<file path="src/rtl/bxu_pkg.sv">
package bxu_pkg;

  typedef enum logic [2:0] {
    OP_AND   = 3'd0,
    OP_ANDN  = 3'd1,
    OP_OR    = 3'd2,
    OP_ORN   = 3'd3,
    OP_XOR   = 3'd4,
    OP_XORN  = 3'd5,
    OP_LOAD  = 3'd6,
    OP_STORE = 3'd7
  } bxu_op_e;

  typedef enum logic [1:0] {
    SEL_CC  = 2'b00,
    SEL_A   = 2'b01,
    SEL_B   = 2'b10,
    SEL_BAD = 2'b11
  } bxu_sel_e;

  typedef enum logic [1:0] {
    ST_IDLE  = 2'd0,
    ST_READ  = 2'd1,
    ST_WRITE = 2'd2,
    ST_FIN   = 2'd3
  } bxu_state_e;

endpackage

</file>
<file path="src/rtl/bxu_rst_sync.sv">
module bxu_rst_sync #(
  parameter int unsigned STAGES = 2
) (
  input  logic clk,
  input  logic rst_n,
  output logic rst_n_sync
);

  logic [STAGES-1:0] chain_q;
  logic [STAGES-1:0] chain_d;

  always_comb begin
    chain_d = {chain_q[STAGES-2:0], 1'b1};
  end

  always_ff @(posedge clk or negedge rst_n) begin
    if (!rst_n) begin
      chain_q <= '0;
    end else begin
      chain_q <= chain_d;
    end
  end

  assign rst_n_sync = chain_q[STAGES-1];

endmodule

</file>
<file path="src/rtl/bxu_decode.sv">
module bxu_decode
  import bxu_pkg::*;
#(
  parameter int unsigned DATA_W = 8,
  localparam int unsigned IDX_W = $clog2(DATA_W),
  localparam int unsigned PB_W  = 2 + 2 * IDX_W
) (
  input  logic [PB_W-1:0]   post_byte,
  input  logic [DATA_W-1:0] acc_a,
  input  logic [DATA_W-1:0] acc_b,
  input  logic [DATA_W-1:0] cc,
  output bxu_sel_e          sel,
  output logic [IDX_W-1:0]  mem_idx,
  output logic [IDX_W-1:0]  reg_idx,
  output logic              bad_sel,
  output logic [DATA_W-1:0] reg_val
);

  always_comb begin
    sel     = bxu_sel_e'(post_byte[PB_W-1 -: 2]);
    mem_idx = post_byte[2*IDX_W-1 -: IDX_W];
    reg_idx = post_byte[IDX_W-1:0];
    bad_sel = (sel == SEL_BAD);
  end

  always_comb begin
    unique case (sel)
      SEL_CC:  reg_val = cc;
      SEL_A:   reg_val = acc_a;
      SEL_B:   reg_val = acc_b;
      default: reg_val = '0;
    endcase
  end

endmodule

</file>
<file path="src/rtl/bxu_alu.sv">
module bxu_alu
  import bxu_pkg::*;
#(
  parameter int unsigned DATA_W = 8,
  localparam int unsigned IDX_W = $clog2(DATA_W)
) (
  input  bxu_op_e           op,
  input  logic [DATA_W-1:0] reg_val,
  input  logic [DATA_W-1:0] mem_val,
  input  logic [IDX_W-1:0]  reg_idx,
  input  logic [IDX_W-1:0]  mem_idx,
  output logic [DATA_W-1:0] reg_new,
  output logic [DATA_W-1:0] mem_new
);

  logic r_bit;
  logic m_bit;
  logic m_eff;
  logic res_bit;

  always_comb begin
    r_bit = reg_val[reg_idx];
    m_bit = mem_val[mem_idx];
    m_eff = m_bit ^ op[0];
    unique case (op)
      OP_AND, OP_ANDN: res_bit = r_bit & m_eff;
      OP_OR,  OP_ORN:  res_bit = r_bit | m_eff;
      OP_XOR, OP_XORN: res_bit = r_bit ^ m_eff;
      OP_LOAD:         res_bit = m_bit;
      default:         res_bit = r_bit;
    endcase
  end

  for (genvar i = 0; i < DATA_W; i++) begin : g_bit
    assign reg_new[i] = (reg_idx == IDX_W'(i)) ? res_bit : reg_val[i];
    assign mem_new[i] = (mem_idx == IDX_W'(i)) ? r_bit   : mem_val[i];
  end

endmodule

</file>
<file path="src/rtl/bxu_ctrl.sv">
module bxu_ctrl
  import bxu_pkg::*;
#(
  parameter int unsigned DATA_W = 8,
  localparam int unsigned IDX_W  = $clog2(DATA_W),
  localparam int unsigned ADDR_W = 2 * DATA_W
) (
  input  logic              clk,
  input  logic              rst_n,
  input  logic              start,
  input  bxu_op_e           op_in,
  input  bxu_sel_e          sel_in,
  input  logic [IDX_W-1:0]  midx_in,
  input  logic [IDX_W-1:0]  ridx_in,
  input  logic              bad_in,
  input  logic [DATA_W-1:0] regv_in,
  input  logic [DATA_W-1:0] dp_in,
  input  logic [DATA_W-1:0] off_in,
  input  logic              mem_rd_valid,
  input  logic [DATA_W-1:0] mem_rd_data,
  output bxu_op_e           op_q,
  output bxu_sel_e          sel_q,
  output logic [IDX_W-1:0]  midx_q,
  output logic [IDX_W-1:0]  ridx_q,
  output logic [DATA_W-1:0] regv_q,
  output logic [DATA_W-1:0] rdata_q,
  output logic [ADDR_W-1:0] mem_addr,
  output logic              mem_rd_req,
  output logic              mem_wr_en,
  output logic              reg_wr_en,
  output logic              done,
  output logic              illegal,
  output logic              busy
);

  bxu_state_e        state_q, state_d;
  logic              cmd_en;
  logic              data_en;
  logic              bad_q;
  logic [DATA_W-1:0] dp_q;
  logic [DATA_W-1:0] off_q;

  // next-state logic
  always_comb begin
    state_d = state_q;
    cmd_en  = 1'b0;
    data_en = 1'b0;
    unique case (state_q)
      ST_IDLE: begin
        if (start) begin
          cmd_en  = 1'b1;
          state_d = bad_in ? ST_FIN : ST_READ;
        end
      end
      ST_READ: begin
        if (mem_rd_valid) begin
          data_en = 1'b1;
          state_d = ST_WRITE;
        end
      end
      ST_WRITE: state_d = ST_FIN;
      default:  state_d = ST_IDLE;
    endcase
  end

  always_ff @(posedge clk or negedge rst_n) begin
    if (!rst_n) begin
      state_q <= ST_IDLE;
    end else begin
      state_q <= state_d;
    end
  end

  // command capture, enabled on acceptance
  always_ff @(posedge clk or negedge rst_n) begin
    if (!rst_n) begin
      op_q   <= OP_AND;
      sel_q  <= SEL_CC;
      midx_q <= '0;
      ridx_q <= '0;
      regv_q <= '0;
      dp_q   <= '0;
      off_q  <= '0;
      bad_q  <= 1'b0;
    end else if (cmd_en) begin
      op_q   <= op_in;
      sel_q  <= sel_in;
      midx_q <= midx_in;
      ridx_q <= ridx_in;
      regv_q <= regv_in;
      dp_q   <= dp_in;
      off_q  <= off_in;
      bad_q  <= bad_in;
    end
  end

  // fetched byte capture
  always_ff @(posedge clk or negedge rst_n) begin
    if (!rst_n) begin
      rdata_q <= '0;
    end else if (data_en) begin
      rdata_q <= mem_rd_data;
    end
  end

  always_comb begin
    mem_addr   = {dp_q, off_q};
    busy       = (state_q != ST_IDLE);
    mem_rd_req = (state_q == ST_READ);
    mem_wr_en  = (state_q == ST_WRITE) && (op_q == OP_STORE);
    reg_wr_en  = (state_q == ST_WRITE) && (op_q != OP_STORE);
    done       = (state_q == ST_FIN);
    illegal    = (state_q == ST_FIN) && bad_q;
  end


  rd_hold_chk: assert property (@(posedge clk) disable iff (!rst_n)
    (mem_rd_req && !mem_rd_valid) |=> (mem_rd_req && $stable(mem_addr)));


  wr_then_done_chk: assert property (@(posedge clk) disable iff (!rst_n)
    (reg_wr_en || mem_wr_en) |=> done);


  valid_then_wr_chk: assert property (@(posedge clk) disable iff (!rst_n)
    (mem_rd_req && mem_rd_valid) |=> (reg_wr_en || mem_wr_en));


  illegal_quiet_chk: assert property (@(posedge clk) disable iff (!rst_n)
    illegal |-> (done && !$past(mem_rd_req) && !$past(reg_wr_en) && !$past(mem_wr_en)));


  one_action_chk: assert property (@(posedge clk) disable iff (!rst_n)
    $onehot0({reg_wr_en, mem_wr_en, mem_rd_req, done}));


  busy_ignore_chk: assert property (@(posedge clk) disable iff (!rst_n)
    (busy && start) |=> ($stable(sel_q) && $stable(mem_addr) && $stable(regv_q)));

endmodule

</file>
<file path="src/rtl/bit_xfer_unit.sv">
module bit_xfer_unit
  import bxu_pkg::*;
#(
  parameter int unsigned DATA_W = 8,
  localparam int unsigned IDX_W  = $clog2(DATA_W),
  localparam int unsigned PB_W   = 2 + 2 * IDX_W,
  localparam int unsigned ADDR_W = 2 * DATA_W
) (
  input  logic              clk,
  input  logic              rst_n,
  input  logic              start,
  input  logic [2:0]        op,
  input  logic [PB_W-1:0]   post_byte,
  input  logic [DATA_W-1:0] dir_off,
  input  logic [DATA_W-1:0] dp,
  input  logic [DATA_W-1:0] acc_a,
  input  logic [DATA_W-1:0] acc_b,
  input  logic [DATA_W-1:0] cc,
  output logic [ADDR_W-1:0] mem_addr,
  output logic              mem_rd_req,
  input  logic              mem_rd_valid,
  input  logic [DATA_W-1:0] mem_rd_data,
  output logic              mem_wr_en,
  output logic [DATA_W-1:0] mem_wdata,
  output logic              reg_wr_en,
  output logic [1:0]        reg_wr_sel,
  output logic [DATA_W-1:0] reg_wr_data,
  output logic              done,
  output logic              illegal,
  output logic              busy
);

  logic              rst_n_s;
  bxu_sel_e          dec_sel;
  logic [IDX_W-1:0]  dec_midx;
  logic [IDX_W-1:0]  dec_ridx;
  logic              dec_bad;
  logic [DATA_W-1:0] dec_regv;
  bxu_op_e           op_q;
  bxu_sel_e          sel_q;
  logic [IDX_W-1:0]  midx_q;
  logic [IDX_W-1:0]  ridx_q;
  logic [DATA_W-1:0] regv_q;
  logic [DATA_W-1:0] rdata_q;

  bxu_rst_sync #(.STAGES(2)) u_rst (
    .clk        (clk),
    .rst_n      (rst_n),
    .rst_n_sync (rst_n_s)
  );

  bxu_decode #(.DATA_W(DATA_W)) u_dec (
    .post_byte (post_byte),
    .acc_a     (acc_a),
    .acc_b     (acc_b),
    .cc        (cc),
    .sel       (dec_sel),
    .mem_idx   (dec_midx),
    .reg_idx   (dec_ridx),
    .bad_sel   (dec_bad),
    .reg_val   (dec_regv)
  );

  bxu_ctrl #(.DATA_W(DATA_W)) u_ctrl (
    .clk          (clk),
    .rst_n        (rst_n_s),
    .start        (start),
    .op_in        (bxu_op_e'(op)),
    .sel_in       (dec_sel),
    .midx_in      (dec_midx),
    .ridx_in      (dec_ridx),
    .bad_in       (dec_bad),
    .regv_in      (dec_regv),
    .dp_in        (dp),
    .off_in       (dir_off),
    .mem_rd_valid (mem_rd_valid),
    .mem_rd_data  (mem_rd_data),
    .op_q         (op_q),
    .sel_q        (sel_q),
    .midx_q       (midx_q),
    .ridx_q       (ridx_q),
    .regv_q       (regv_q),
    .rdata_q      (rdata_q),
    .mem_addr     (mem_addr),
    .mem_rd_req   (mem_rd_req),
    .mem_wr_en    (mem_wr_en),
    .reg_wr_en    (reg_wr_en),
    .done         (done),
    .illegal      (illegal),
    .busy         (busy)
  );

  bxu_alu #(.DATA_W(DATA_W)) u_alu (
    .op      (op_q),
    .reg_val (regv_q),
    .mem_val (rdata_q),
    .reg_idx (ridx_q),
    .mem_idx (midx_q),
    .reg_new (reg_wr_data),
    .mem_new (mem_wdata)
  );

  assign reg_wr_sel = sel_q;


  reg_one_bit_chk: assert property (@(posedge clk) disable iff (!rst_n_s)
    reg_wr_en |-> ($countones(reg_wr_data ^ regv_q) <= 1));


  mem_one_bit_chk: assert property (@(posedge clk) disable iff (!rst_n_s)
    mem_wr_en |-> ($countones(mem_wdata ^ rdata_q) <= 1));

endmodule

</file>
<file path="config.mk">
export PLATFORM = sky130hd
export DESIGN_NAME = bit_xfer_unit
export DESIGN_NICKNAME = d
export VERILOG_FILES = /design/src/rtl/bxu_pkg.sv /design/src/rtl/bxu_rst_sync.sv /design/src/rtl/bxu_decode.sv /design/src/rtl/bxu_alu.sv /design/src/rtl/bxu_ctrl.sv /design/src/rtl/bit_xfer_unit.sv
export SDC_FILE = /design/constraint.sdc
export NUM_CORES = 1
export LEC_CHECK = 0
export CAP_MARGIN = 20
export CORE_MARGIN = 1
export CORE_UTILIZATION = 39
export DETAILED_ROUTE_END_ITERATION = 8
export PLACE_DENSITY = 0.84
export SLEW_MARGIN = 15
export SYNTH_ARGS = -nofsm -noshare
export SYNTH_HDL_FRONTEND = slang
export SYNTH_SLANG_ARGS = --single-unit
</file>
<file path="constraint.sdc">
create_clock -name clk -period 3.3 [get_ports clk]
set_clock_uncertainty 0.1 [all_clocks]
set_input_delay 0.66 -clock clk [delete_from_list [all_inputs] [get_ports clk]]
set_output_delay 0.66 -clock clk [all_outputs]
set_load 0.02 [all_outputs]
</file>
==> results of run 1 <==
## flip-flops by register name (all words and copies together) (netlist names)
| register | flops |
|---|---|
| u_ctrl.off_q | 8 |
| u_ctrl.state_q | 2 |
| u_ctrl.midx_q | 3 |
| u_rst.chain_q | 2 |
| u_ctrl.regv_q | 8 |
| u_ctrl.ridx_q | 3 |
| u_ctrl.dp_q | 8 |
| u_ctrl.rdata_q | 8 |
| u_ctrl.bad_q | 1 |
| u_ctrl.op_q | 3 |
| u_ctrl.sel_q | 2 |
## routing by layer
layer / track usage (%) / share of wire [%] / vias up
li1: - / - / 1081
met1: 22.14 / 42 / 1045
met2: 34.80 / 51 / 68
met3: 4.970 / 5.6 / 14
met4: 5.799 / 2.0 / 0
met5: 0 / 0 / -
## critical path: stages, from the launching register on
cell and delay [ns]:
dfrtp_1 0.43, or3b_4 0.42, o22ai_4 0.17, a221o_1 0.14
xnor2_1 0.13, inv_1 0.07, ha_1 0.26, mux4_2 0.48
o22ai_4 0.26, o21ai_1 0.10, buf_2 0.16
## report_power, final
part           total [mW]  switching [mW]  internal [mW]
sequential           1.12           0.241          0.879
clock               0.498           0.195          0.303
combinational        2.61            1.24           1.38
total                4.23            1.68           2.56
## cell families (layout without fill, tap and decap cells)
family                     after synthesis  in the layout
AOI/OAI and AO/OA                       45             45
muxes                                   52             52
and+or+nand+nor                         65             65
other                                    1              1
adders and majority gates                7              7
DFF                                     48             48
buffers and inverters                   22            148
xor gates and xnor gates                 1              1
## layout by cell type (no fill, tap or decap), types with 2 or more instances in the layout
cell type,netlist,layout
clkdlybuf4s50_1,0,92
dfrtp_1,48,46
mux2_2,38,38
nand2_1,33,31
buf_4,0,30
o21ai_0,17,17
mux2i_1,13,13
nor2_1,12,12
inv_1,10,10
a21oi_1,9,9
o21ai_1,9,8
ha_1,7,7
nand3_1,6,6
buf_2,7,6
clkbuf_8,0,5
nor2b_1,4,4
nand3b_1,3,3
nand2_2,0,2
o22ai_4,1,2
and2_1,2,2
bufinv_16,0,2
dlymetal6s2s_1,0,2
## what timing repair did
action | CTS | global route
endpoints found under the hold margin | 0 | 0
endpoints found under the setup margin | 8 | 10
pin swaps | 4 | 1
buffers inserted | 1 | 0
gates resized for setup | 35 | 5
## stage by stage
| step | std cells | setup TNS (ns) | utilization, % |
|---|---|---|---|
| floorplan | 241 | 0 | - |
| global placement | 435 | -3.092 | 60.18 |
| detailed placement | 435 | -3.580 | 60.18 |
| CTS | 444 | -3.260 | 61.95 |
| global route | 444 | -4.149 | 62.19 |
| finish | 444 | -2.925 | 62.19 |
## how the worst max path moves through the flow
| stage | startpoint | endpoint | slack, ns | depth (start not counted) |
|---|---|---|---|---|
| floorplan | u_ctrl.midx_q[0]$_DFFE_PN0P_ | reg_wr_data[1] | 0.02 | 10 |
| detailed placement | u_ctrl.midx_q[1]$_DFFE_PN0P_ | reg_wr_data[2] | -0.46 | 10 |
| global placement | u_ctrl.midx_q[1]$_DFFE_PN0P_ | reg_wr_data[2] | -0.39 | 10 |
| global route | u_ctrl.midx_q[0]$_DFFE_PN0P_ | reg_wr_data[3] | -0.53 | 10 |
| finish | u_ctrl.midx_q[0]$_DFFE_PN0P_ | reg_wr_data[6] | -0.37 | 10 |
| CTS | u_ctrl.midx_q[1]$_DFFE_PN0P_ | reg_wr_data[1] | -0.41 | 10 |
## layout make-up
class	count	area, µm²
Clock buffer	6	72.57
Clock inverter	2	60.06
Fill cell	508	2401
Inverter	10	37.54
Multi-Input combinational cell	171	1275
Sequential cell	48	1206
Tap cell	77	96.34
Timing Repair Buffer	130	1201
==> results.py, run 1 <==
metrics = {
    "sta": {
        "drv_slew": 0,
        "final_hold_viol_count": 0,
        "hold_ws_ns": 0.2448,
        "fin_crit_sh_pct": 111.2,
        "relSlewSlack_pct": 38.49,
        "fin_crit_ns": 3.671,
        "final-setup-viol-count": 8,
        "fmax_ghz": 0.2724,
        "rsz0062_at_grt": "yes",
        "worst_slew_pin_slew_ns": 0.9195,
        "setup_ws_ns": -0.3709,
    },
    "power": {
        "p_total_mw": 4.234,
        "p_leak_nw": 1.756,
        "ir_drop_mv": 0.6867,
        "powerDensity_nw_per_um2": 1072,
    },
    "yosys": {
        "synth.top_cell.area_share_pct": 46.94,
        "synth_area_um2": 2559,
        "synth_top_family_by_area": "multiplexers",
        "synth-xor-area-share_pct": 0.3423,
        "syn_avg_cell_area_um2": 10.62,
        "synth_cell_type_count": 35,
        "synth_top_cell_by_area": "dfrtp_1",
        "synthTopCellsByArea": "dfrtp_1 47%, mux2_2 17%, mux2i_1 5.1%",
        "ys_ff_latch": 48,
        "synthSimpleGateAreaFrac_pct": 11.59,
        "synth_cells": 241,
        "synthAdderAreaFrac_pct": 3.423,
        "ys_seq_area_share_pct": 46.94,
        "synth-compound-area-share_pct": 11.00,
        "muxShareOfSynthArea_pct": 22.69,
        "synth_warnings": 0,
        "synth_edf_count": 0,
        "yosysMostFrequentCell": "dfrtp_1",
        "syn-num-nets": 311,
        "synth_top_cells_by_count": "48 x dfrtp_1, 38 x mux2_2, 33 x nand2_1",
        "ys_async_sr_fraction_pct": 100.0,
        "synth_ff_type": "dfrtp_1",
    },
    "placement": {
        "hpwl_um": 4844,
        "globalplace.congestion": 0.8099,
        "pre_cts_slack_ns": -0.4587,
        "dpl_cell_area_um2": 3821,
        "numPortBuffers": 102,
    },
    "clocking": {
        "path_clk_slew_ns": 0.09,
        "holdBufCountCts": 0,
        "cts_buffers": 5,
        "clock_path_buffers": 2,
        "cts-root-buf": "clkbuf_8",
        "clock_sinks": 48,
        "clk_latency_ns": 0.30,
        "cts.htree.levels": 2,
        "cts_tree": "done",
    },
    "outcome": {
        "violations": "negative setup slack",
        "outcome": "finished, violations left",
    },
    "detailed_routing": {
        "drtAntennaViolNets": 0,
        "drtIter0Drc": 102,
        "drc": 0,
        "vias_per_cell": 4.973,
        "vias": 2208,
        "drt_pre_antenna_iters": 4,
        "wl_per_cell_um": 14.27,
        "wl_um": 6334,
    },
    "setup_path": {
        "rr_startpoint": "u_ctrl.state_q[0]$_DFFE_PN0P_",
        "path_class": "flop to primary output",
        "endpoint_kind": "primary output",
        "start_kind": "flop",
        "r2r_slack_ns": 1.16,
        "crit_arrival_ns": 2.91,
        "worstPathRequired_ns": 2.54,
        "worstRegToRegCells": 4,
        "cp_max_fo": 8,
        "rr_endpoint": "u_ctrl.midx_q[1]$_DFFE_PN0P_",
    },
    "floorplan": {
        "ios": 103,
        "row_count": 29,
        "die_x_um": 83,
        "fp.coreArea_um2": 6350,
        "start_util_pct": 40.30,
        "die_area_um2": 6889,
        "fp.dieH_um": 83,
    },
    "grt": {
        "grt_max_degree": 47,
        "gr-total-overflow": 0,
        "antenna_found_initial": 0,
        "grt_use_total_pct": 19.22,
        "first_global_vias": 2430,
        "grt_pass1_wl_um": 10780,
    },
    "run": {
        "drv_cap": 0,
    },
    "finish": {
        "nNetsFinal": 436,
        "layout-drive-gt1-share_pct": 25.07,
        "design_area_um2": 3949,
        "antenna_cells": 0,
        "area_growth_pct": 54.33,
    },
    "worst_hold_path": {
        "holdCritPathClass": "flop to asynchronous set/reset pin",
    },
}
(Power assumes the default switching activity.)
==> run 2, diff against run 1 <==
==> constraint.sdc (replaced) <==
create_clock -name clk -period 3.3 [get_ports clk]
set_clock_uncertainty 0.1 [all_clocks]
set_input_delay 0.495 -clock clk [delete_from_list [all_inputs] [get_ports clk]]
set_output_delay 0.495 -clock clk [all_outputs]
set_load 0.02 [all_outputs]
==> run 2 against run 1 <==
  * The flow still finishes with violations (negative setup slack)
  * Design area grew 0.63%
  * Core utilization grew 0.39 points
  * Critical path depth is 1 higher
  * Clock-buffer cell count rose by 1
  * Sequential power about the same
  * Sequential cell count is the same
  * Power up 2.7%
  * Worst hold slack worse by 0.053 ns
  * Cell count increased by 0.45%
  * Setup slack better by 0.078 ns
==> results.py, run 2 (synthesis results as in run 1) <==
metrics = {
    "placement": {
        "dp_cells": 432,
        "globalplace.congestion": 0.7974,
        "numPortBuffers": 102,
        "dpl_cell_area_um2": 3799,
        "hpwl_um": 4755,
    },
    "clocking": {
        "cts_buffers": 5,
        "clock_path_buffers": 2,
        "path_clk_slew_ns": 0.09,
        "clk_latency_ns": 0.29,
        "cts_tree": "done",
        "cts-root-buf": "clkbuf_8",
        "clock_sinks": 48,
        "cts.htree.levels": 2,
    },
    "outcome": {
        "outcome": "finished, violations left",
        "violations": "negative setup slack",
    },
    "sta": {
        "setup_ws_ns": -0.2927,
        "final_hold_viol_count": 0,
        "drv_slew": 0,
        "worst_slew_pin_slew_ns": 0.9141,
        "fin_crit_sh_pct": 108.9,
        "fin_crit_ns": 3.593,
        "rsz0062_at_grt": "yes",
        "fmax_ghz": 0.2783,
        "relSlewSlack_pct": 38.85,
        "final-setup-viol-count": 8,
        "setup_tns_ns": -2.191,
        "hold_ws_ns": 0.1919,
    },
    "finish": {
        "layout.area.seq_um2": 1204,
        "nNetsFinal": 438,
        "fin_util_pct": 62.58,
        "layoutNonFillerInstCount": 446,
        "final_common_cell": "clkdlybuf4s50_1",
        "layout_common_cells": "94 x clkdlybuf4s50_1, 46 x dfrtp_1, 38 x mux2_2, 32 x nand2_1, 29 x buf_4",
        "multi_input_area_um2": 1291,
        "design_area_um2": 3974,
        "antenna_cells": 0,
        "area_growth_pct": 55.31,
        "fill_cells": 524,
        "layout-drive-gt1-share_pct": 26.29,
    },
    "grt": {
        "antenna_found_initial": 0,
        "first_global_vias": 2260,
        "grt_use_total_pct": 18.95,
        "grt_max_degree": 47,
        "gr-total-overflow": 0,
        "grt_pass1_wl_um": 10620,
    },
    "setup_path": {
        "crit_arrival_ns": 3.00,
        "worstPathRequired_ns": 2.70,
        "start_kind": "flop",
        "endpoint_kind": "primary output",
        "worstPathCellList": "or3b_4, o22ai_2, a221o_1, xnor2_2, inv_1, ha_1, mux4_2, o22ai_4, buf_6, o21ai_1, buf_2",
        "cp_max_fo": 6,
        "rr_endpoint": "u_ctrl.midx_q[0]$_DFFE_PN0P_",
        "r2r_slack_ns": 1.17,
        "worstRegToRegCells": 4,
        "path_class": "flop to primary output",
        "crit_slowest_cell": "mux4_2",
        "rr_startpoint": "u_ctrl.state_q[0]$_DFFE_PN0P_",
        "slowest_delay_ns": 0.48,
    },
    "floorplan": {
        "start_util_pct": 40.30,
        "ios": 103,
        "die_x_um": 83,
        "die_area_um2": 6889,
        "fp.coreArea_um2": 6350,
        "fp.dieH_um": 83,
        "row_count": 29,
    },
    "power": {
        "powerDensity_nw_per_um2": 1094,
        "p_leak_nw": 1.747,
        "ir_drop_mv": 0.8046,
    },
    "run": {
        "drv_cap": 0,
    },
    "detailed_routing": {
        "vias": 2234,
        "wl_um": 6464,
        "drtIter0Drc": 77,
        "vias_per_cell": 5.009,
        "drt_pre_antenna_iters": 6,
        "drc": 0,
        "wl_per_cell_um": 14.49,
        "drtAntennaViolNets": 0,
    },
    "worst_hold_path": {
        "holdCritPathClass": "flop to asynchronous set/reset pin",
    },
}
-- run 2: repair_timing --
action | CTS | global route
gates resized for setup | 37 | 10
hold buffers | 0 | 0
setup buffers | 3 | 2
gates cloned | 0 | 0
pin swaps | 3 | 5
endpoints found under the hold margin | 0 | 0
setup endpoints to repair | 8 | 8
-- run 2: worst max-delay path by stage --
| stage | start | endpoint | slack [ns] | depth (start not counted) |
|---|---|---|---|---|
| after global routing | u_ctrl.midx_q[1]$_DFFE_PN0P_ | reg_wr_data[1] | -0.44 | 11 |
| after global placement | u_ctrl.midx_q[0]$_DFFE_PN0P_ | reg_wr_data[5] | -0.24 | 10 |
| after detailed placement | u_ctrl.midx_q[0]$_DFFE_PN0P_ | reg_wr_data[4] | -0.31 | 10 |
| after CTS | u_ctrl.midx_q[0]$_DFFE_PN0P_ | reg_wr_data[5] | -0.32 | 11 |
| final | u_ctrl.midx_q[0]$_DFFE_PN0P_ | reg_wr_data[1] | -0.29 | 11 |
| after floorplan | u_ctrl.midx_q[0]$_DFFE_PN0P_ | reg_wr_data[1] | 0.19 | 10 |
-- run 2: stage by stage --
stage	power, mW	worst slack (ns)
floorplan	2.595	0.1893
global placement	3.671	-0.2368
detailed placement	3.768	-0.3109
CTS	4.221	-0.3195
global route	4.652	-0.4438
finish	4.349	-0.2927
-- run 2: layout make-up --
type | count | share of cell area (%)
repair buffers | 132 | 31.49
flip-flops and latches | 48 | 30.29
multi-input cells | 171 | 32.49
well taps | 77 | 2.424
clock buffers | 7 | 2.173
inverters | 10 | 0.9446
clock inverters | 1 | 0.1889
-- run 2: power by group --
group	internal [mW]	total, mW	switching (mW)
combinational	1.54	2.85	1.32
clock	0.171	0.365	0.194
sequential	0.879	1.13	0.253
total	2.59	4.35	1.76
-- run 2: per-layer routing --
metal  vias to the layer above  wire [µm]  GRT usage [%]
met5                         -          0              0
met4                         0         49          3.762
met3                         5        327          4.970
met2                        52       3436          34.58
met1                      1093       2650          22.37
li1                       1084          -              -
-- run 2: worst max-delay path, delay by kind of cell, from the launching register on --
kind	cells	cell delay, ns
fa+ha+maj	1	0.27
simple gates	1	0.39
buf+inv	3	0.35
mux	1	0.48
compound gates	4	0.63
xor+xnor	1	0.13
flops	1	0.45
